$ cat config.mk
export PLATFORM = sky130hd
export DESIGN_NAME = lpct_timer
export DESIGN_NICKNAME = d
export VERILOG_FILES = /design/src/rtl/lpct_pkg.sv /design/src/rtl/lpct_prescale.sv /design/src/rtl/lpct_core.sv /design/src/rtl/lpct_timer.sv
export SDC_FILE = /design/constraint.sdc
export NUM_CORES = 1
export LEC_CHECK = 0
export BUFFER_PORTS_ARGS = -buffer_cell sky130_fd_sc_hd__buf_4
export CAP_MARGIN = 20
export CORE_ASPECT_RATIO = 1.4
export CORE_MARGIN = 2
export CORE_UTILIZATION = 35
export CTS_CLUSTER_SIZE = 8
export DETAILED_ROUTE_END_ITERATION = 8
export MAX_ROUTING_LAYER = met4
export PLACE_DENSITY_LB_ADDON = 0.3
export SYNTH_ARGS = -nofsm -noshare
export SYNTH_HDL_FRONTEND = slang
export SYNTH_SLANG_ARGS = --single-unit
$ cat constraint.sdc
create_clock -name clk -period 2.7 [get_ports clk]
set_input_delay 0.405 -clock clk [delete_from_list [all_inputs] [get_ports clk]]
set_output_delay 0.405 -clock clk [all_outputs]
set_load 0.005 [all_outputs]
$ cat src/rtl/lpct_pkg.sv
package lpct_pkg;

   typedef enum logic [1:0] {
      REG_CTRL = 2'd0,
      REG_PSC  = 2'd1,
      REG_CMP  = 2'd2,
      REG_CNT  = 2'd3
   } lpct_reg_e;

   localparam int CTRL_EN_BIT   = 0;
   localparam int CTRL_FREE_BIT = 1;
   localparam int CTRL_IE_BIT   = 2;
   localparam int CTRL_FLAG_BIT = 3;
   localparam int CTRL_BITS     = 4;

endpackage

$ cat src/rtl/lpct_prescale.sv
module lpct_prescale #(
   parameter int SRC_N      = 4,
   parameter int DIV_W      = 4,
   parameter bit HAS_BYPASS = 1'b1,
   localparam int SEL_W     = (SRC_N > 1) ? $clog2(SRC_N) : 1,
   localparam int PHASE_W   = 2 ** DIV_W
) (
   input  logic               clk,
   input  logic               rst_n,
   input  logic               run_i,
   input  logic [SRC_N-1:0]   src_tick_i,
   input  logic [SEL_W-1:0]   sel_i,
   input  logic               byp_i,
   input  logic [DIV_W-1:0]   div_i,
   output logic               step_o
);

   if (SRC_N != 2 ** SEL_W) begin : g_bad_src
      $error("lpct_prescale: SRC_N must be a power of two");
   end
   if (DIV_W < 1 || DIV_W > 5) begin : g_bad_div
      $error("lpct_prescale: DIV_W must lie in 1..5");
   end

   logic               tick;
   logic [PHASE_W-1:0] phase_q;
   logic [PHASE_W-1:0] wrap_mask;
   logic               phase_full;

   assign tick = src_tick_i[sel_i];

   for (genvar g = 0; g < PHASE_W; g++) begin : g_mask
      assign wrap_mask[g] = (32'(div_i) >= g);
   end

   assign phase_full = &(phase_q | ~wrap_mask);

   always_ff @(posedge clk or negedge rst_n) begin
      if (!rst_n) begin
         phase_q <= '0;
      end else if (!run_i) begin
         phase_q <= '0;
      end else if (tick) begin
         phase_q <= phase_q + PHASE_W'(1);
      end
   end

   if (HAS_BYPASS) begin : g_bypass
      assign step_o = run_i & tick & (byp_i | phase_full);
   end else begin : g_divide_only
      assign step_o = run_i & tick & phase_full;
   end

   assert_phase_idle_R8: assert property (@(posedge clk) disable iff (!rst_n)
      !run_i |=> (phase_q == '0));

   assert_step_from_source_R3: assert property (@(posedge clk) disable iff (!rst_n)
      step_o |-> src_tick_i[sel_i]);

   assert_phase_hold_R2: assert property (@(posedge clk) disable iff (!rst_n)
      (run_i && !tick) |=> $stable(phase_q));

endmodule

$ cat src/rtl/lpct_core.sv
module lpct_core #(
   parameter int CNT_W = 16
) (
   input  logic             clk,
   input  logic             rst_n,
   input  logic             run_i,
   input  logic             free_i,
   input  logic             step_i,
   input  logic             clr_i,
   input  logic [CNT_W-1:0] cmp_i,
   output logic [CNT_W-1:0] cnt_o,
   output logic             flag_o
);

   if (CNT_W < 2) begin : g_bad_w
      $error("lpct_core: CNT_W must be at least 2");
   end

   logic [CNT_W-1:0] cnt_q;
   logic             flag_q;
   logic             hit;

   assign hit = step_i && (cnt_q == cmp_i);

   always_ff @(posedge clk or negedge rst_n) begin
      if (!rst_n) begin
         cnt_q <= '0;
      end else if (!run_i) begin
         cnt_q <= '0;
      end else if (step_i) begin
         if (hit && !free_i) cnt_q <= '0;
         else                cnt_q <= cnt_q + CNT_W'(1);
      end
   end

   always_ff @(posedge clk or negedge rst_n) begin
      if (!rst_n) begin
         flag_q <= 1'b0;
      end else if (!run_i) begin
         flag_q <= 1'b0;
      end else if (hit) begin
         flag_q <= 1'b1;
      end else if (clr_i) begin
         flag_q <= 1'b0;
      end
   end

   assign cnt_o  = cnt_q;
   assign flag_o = flag_q;

   assert_disable_reset_R8: assert property (@(posedge clk) disable iff (!rst_n)
      !run_i |=> (cnt_q == '0 && !flag_q));

   assert_hold_no_step_R2: assert property (@(posedge clk) disable iff (!rst_n)
      (run_i && !step_i) |=> $stable(cnt_q));

   assert_match_restart_R4: assert property (@(posedge clk) disable iff (!rst_n)
      (run_i && step_i && !free_i && cnt_q == cmp_i) |=> (cnt_q == '0 && flag_q));

   assert_free_continue_R5: assert property (@(posedge clk) disable iff (!rst_n)
      (run_i && step_i && free_i && cnt_q == cmp_i) |=>
         (cnt_q == $past(cnt_q) + CNT_W'(1) && flag_q));

   assert_w1c_clears_R6: assert property (@(posedge clk) disable iff (!rst_n)
      (run_i && clr_i && !(step_i && cnt_q == cmp_i)) |=> !flag_q);

   assert_flag_sticky_R6: assert property (@(posedge clk) disable iff (!rst_n)
      (run_i && flag_q && !clr_i) |=> flag_q);

   assert_match_beats_clear_R7: assert property (@(posedge clk) disable iff (!rst_n)
      (run_i && clr_i && step_i && cnt_q == cmp_i) |=> flag_q);

endmodule

$ cat src/rtl/lpct_timer.sv
module lpct_timer #(
   parameter int CNT_W      = 16,
   parameter int DIV_W      = 4,
   parameter int SRC_N      = 4,
   parameter bit HAS_BYPASS = 1'b1,
   localparam int SEL_W     = (SRC_N > 1) ? $clog2(SRC_N) : 1,
   localparam int PSC_W     = SEL_W + 1 + DIV_W
) (
   input  logic             clk,
   input  logic             rst_n,
   input  logic [SRC_N-1:0] src_tick_i,
   input  logic             bus_wr_i,
   input  logic [1:0]       bus_addr_i,
   input  logic [CNT_W-1:0] bus_wdata_i,
   output logic [CNT_W-1:0] bus_rdata_o,
   output logic             irq_o
);
   import lpct_pkg::*;

   if (CNT_W < PSC_W || CNT_W < CTRL_BITS) begin : g_bad_width
      $error("lpct_timer: CNT_W too narrow for the register fields");
   end

   logic             en_q, free_q, ie_q, byp_q;
   logic [SEL_W-1:0] sel_q;
   logic [DIV_W-1:0] div_q;
   logic [CNT_W-1:0] cmp_q;
   logic [CNT_W-1:0] cnt;
   logic             flag;
   logic             step;
   logic             wr_ctrl, wr_psc, wr_cmp, clr_req;

   assign wr_ctrl = bus_wr_i && (bus_addr_i == REG_CTRL);
   assign wr_psc  = bus_wr_i && (bus_addr_i == REG_PSC);
   assign wr_cmp  = bus_wr_i && (bus_addr_i == REG_CMP);
   assign clr_req = wr_ctrl && bus_wdata_i[CTRL_FLAG_BIT];

   always_ff @(posedge clk or negedge rst_n) begin
      if (!rst_n) begin
         en_q   <= 1'b0;
         free_q <= 1'b0;
         ie_q   <= 1'b0;
      end else if (wr_ctrl) begin
         en_q   <= bus_wdata_i[CTRL_EN_BIT];
         free_q <= bus_wdata_i[CTRL_FREE_BIT];
         ie_q   <= bus_wdata_i[CTRL_IE_BIT];
      end
   end

   always_ff @(posedge clk or negedge rst_n) begin
      if (!rst_n) begin
         sel_q <= '0;
         byp_q <= 1'b0;
         div_q <= '0;
      end else if (wr_psc && !en_q) begin
         sel_q <= bus_wdata_i[SEL_W-1:0];
         byp_q <= bus_wdata_i[SEL_W];
         div_q <= bus_wdata_i[SEL_W+1 +: DIV_W];
      end
   end

   always_ff @(posedge clk or negedge rst_n) begin
      if (!rst_n) begin
         cmp_q <= '0;
      end else if (wr_cmp && (!en_q || flag)) begin
         cmp_q <= bus_wdata_i;
      end
   end

   lpct_prescale #(
      .SRC_N      (SRC_N),
      .DIV_W      (DIV_W),
      .HAS_BYPASS (HAS_BYPASS)
   ) u_prescale (
      .clk        (clk),
      .rst_n      (rst_n),
      .run_i      (en_q),
      .src_tick_i (src_tick_i),
      .sel_i      (sel_q),
      .byp_i      (byp_q),
      .div_i      (div_q),
      .step_o     (step)
   );

   lpct_core #(
      .CNT_W (CNT_W)
   ) u_core (
      .clk    (clk),
      .rst_n  (rst_n),
      .run_i  (en_q),
      .free_i (free_q),
      .step_i (step),
      .clr_i  (clr_req),
      .cmp_i  (cmp_q),
      .cnt_o  (cnt),
      .flag_o (flag)
   );

   always_comb begin
      bus_rdata_o = '0;
      case (lpct_reg_e'(bus_addr_i))
         REG_CTRL: begin
            bus_rdata_o[CTRL_EN_BIT]   = en_q;
            bus_rdata_o[CTRL_FREE_BIT] = free_q;
            bus_rdata_o[CTRL_IE_BIT]   = ie_q;
            bus_rdata_o[CTRL_FLAG_BIT] = flag;
         end
         REG_PSC:  bus_rdata_o[PSC_W-1:0] = {div_q, byp_q, sel_q};
         REG_CMP:  bus_rdata_o = cmp_q;
         REG_CNT:  bus_rdata_o = cnt;
         default:  bus_rdata_o = '0;
      endcase
   end

   assign irq_o = ie_q & flag;

   assert_psc_locked_R10: assert property (@(posedge clk) disable iff (!rst_n)
      (bus_wr_i && bus_addr_i == REG_PSC && en_q) |=> $stable({sel_q, byp_q, div_q}));

   assert_cmp_guarded_R11: assert property (@(posedge clk) disable iff (!rst_n)
      (bus_wr_i && bus_addr_i == REG_CMP && en_q && !flag) |=> $stable(cmp_q));

   assert_irq_drops_R9: assert property (@(posedge clk) disable iff (!rst_n)
      !en_q |=> !irq_o);

endmodule

==> out/results.ini <==
[outcome]
status=finished, final reports clean

[die]
die_w_um=89.01
core_um2=9899
die_y_um=123.0
ios=42
fp-row-count=43
start_util=0.3577
dieArea_um2=10950

[timing]
tightest_slew_ps=804.2
setup_viol=0
finalHoldViolCount=0
hold_ws_ps=143.0
max_freq_mhz=429.0
slew_headroom=0.4627
tns_ps=0
post-route-min-period_ps=2331
clock_skew_ps=8.265
rsz0062_at_grt=false
slew_viol_final=0
post-route-period-util=0.8634

[route]
ant_nets=0
drtIter0Drc=158
vias=2853
dr.pass1.iters=4
drc=0
vias_per_cell=5.403
routed_wl_um=9249
post_drt_wl_per_cell_um=17.52

[yosys]
ys_warn_count=0
syn_inst=341
synthArstFlopShare=1.000
synth_edf_count=0
ys_seq_area_frac=0.4170
netlist_area_um2=3541
syn-num-nets=368
synth_cell_types=50
syn_area_per_cell_um2=10.38
synth_ff_type=dfrtp_1
synth-seq-cells=59

[placed_design]
gp_congestion=0.8358
io_buffers=41
dp_hpwl_um=6638

[cells_and_area]
areaGrowthSynthToFinish_pct=22.69
diodes=0
mostFrequentLayoutCells=dfrtp_1, buf_4, mux2_2
post_route_cells_drive_above_1_share=0.2748
nets=415
final_common_cell=dfrtp_1

[setup_path]
end_kind=flip-flop
start_kind=flip-flop
cp.required_ps=2890
crit_type=reg2reg
crit_arrival_ps=2520
crit_fanout=16

[grt]
grt_overflow=0
grtUsageTotal=0.1909
grt_pass1_vias=3041
grt_max_degree=60
antenna_found_initial=0
grt_pass1_wl_um=15610

[cts]
numCtsBuffers=9
clockRootBuffer=clkbuf_16
clk_latency_ps=330
cts_tree=yes
cts_resized=0
clockBufferDepth=2
cts.sinks=59
postCtsSetupRepairBufs=0
htreeDepth=3
clk_pin_slew_ps=50
ctsHoldBuffers=0

[power_and_ir_drop]
irDropWorstVdd_v=0.0004266
leakage_nw=1.778
power-per-cell-area_nw_per_um2=733.2

[flow_run]
cap_violations=0

[hold_path]
holdCritPathClass=in2async

logic make-up after synthesis:
logic type	Yosys count	synth area share
AND/OR/NAND/NOR	121	0.1975
AO/OA/AOI/OAI	67	0.1329
flip-flops	59	0.4170
multiplexers	43	0.1491
XOR/XNOR	27	0.06679
buffers and inverters	22	0.02968
adder cells (fa/ha/maj)	2	0.007066
through the flow:
stage | instance area, um^2 | power (mW) | util | cells | worst slack [ps]
5_1_grt | 4344 | 3.347 | 0.4388 | 528 | 145.8
6_report | 4344 | 3.185 | 0.4388 | 528 | 368.9
3_5_place_dp | 4034 | 1.989 | 0.4075 | 512 | 407.6
3_3_place_gp | 4034 | 1.968 | 0.4075 | 512 | 446.5
4_1_cts | 4344 | 3.209 | 0.4388 | 528 | 398.9
2_1_floorplan | 3541 | 1.731 | - | 341 | 737.0
cell type report:
| cell class | instances | area (um^2) |
|---|---|---|
| flip-flops and latches | 59 | 1476 |
| clock buffers | 11 | 232.7 |
| well taps | 135 | 168.9 |
| repair buffers | 55 | 412.9 |
| fillers | 978 | 5555 |
| clock inverters | 5 | 77.57 |
| inverters | 3 | 11.26 |
| multi-input cells | 260 | 1964 |
state kept, by name (all words and copies together) (netlist names):
register            flops
cmp_q                  16
u_core.cnt_o           16
u_prescale.phase_q     16
div_q                   4
sel_q                   2
byp_q                   1
en_q                    1
free_q                  1
ie_q                    1
u_core.flag_o           1
worst paths after layout:
path | start | to | slack, ps | cells past startpoint
setup / recovery | div_q[0] | u_core.cnt_o[13] | 370 | 6
setup reg to reg | div_q[0] | u_core.cnt_o[13] | 370 | 6
hold / removal | rst_n | u_prescale.phase_q[9] | 140 | 1
min in group clk | bus_wdata_i[15] | cmp_q[15] | 300 | 2
hold reg to reg | cmp_q[0] | cmp_q[0] | 560 | 1
max in group asynchronous | rst_n | en_q | 2040 | 1
layer usage:
layer	up-vias	routed length, um	track usage
met2	50	4901	0.3260
met1	1429	3865	0.2237
met4	0	226	0.08396
met3	15	256	0.02270
li1	1359	-	-
met5	-	0	-
power by group:
part / total, mW / internal [mW] / switching (mW)
clock: 1.21 / 0.804 / 0.406
combinational: 0.766 / 0.386 / 0.381
sequential: 1.21 / 1.03 / 0.181
Yosys cell counts (5+ instances only):
cell | count | area, um^2
o21ai_0 | 15 | 75.07
xnor2_1 | 24 | 210.2
mux2i_1 | 10 | 100.1
nor2b_1 | 15 | 93.84
o32ai_1 | 5 | 43.79
a21boi_0 | 6 | 45.04
clkbuf_1 | 13 | 48.80
a211oi_1 | 8 | 60.06
o311ai_0 | 8 | 70.07
nand2_1 | 26 | 97.59
nor2_1 | 6 | 22.52
mux2_2 | 28 | 315.3
and2_1 | 13 | 81.33
mux4_2 | 5 | 112.6
nand3_1 | 8 | 40.04
dfrtp_1 | 59 | 1476
nand3b_1 | 9 | 67.56
nand4_1 | 12 | 75.07
and3_1 | 8 | 50.05
nand2b_1 | 8 | 50.05
a21oi_1 | 9 | 45.04
worst max-delay path, stage by stage (launching register included):
cell and delay (ps):
dfrtp_1 420, inv_1 140, nor2_1 60, o311ai_0 500, a41oi_2 470, o311ai_0 440
o21ai_0 150
(Power assumes the default switching activity.)
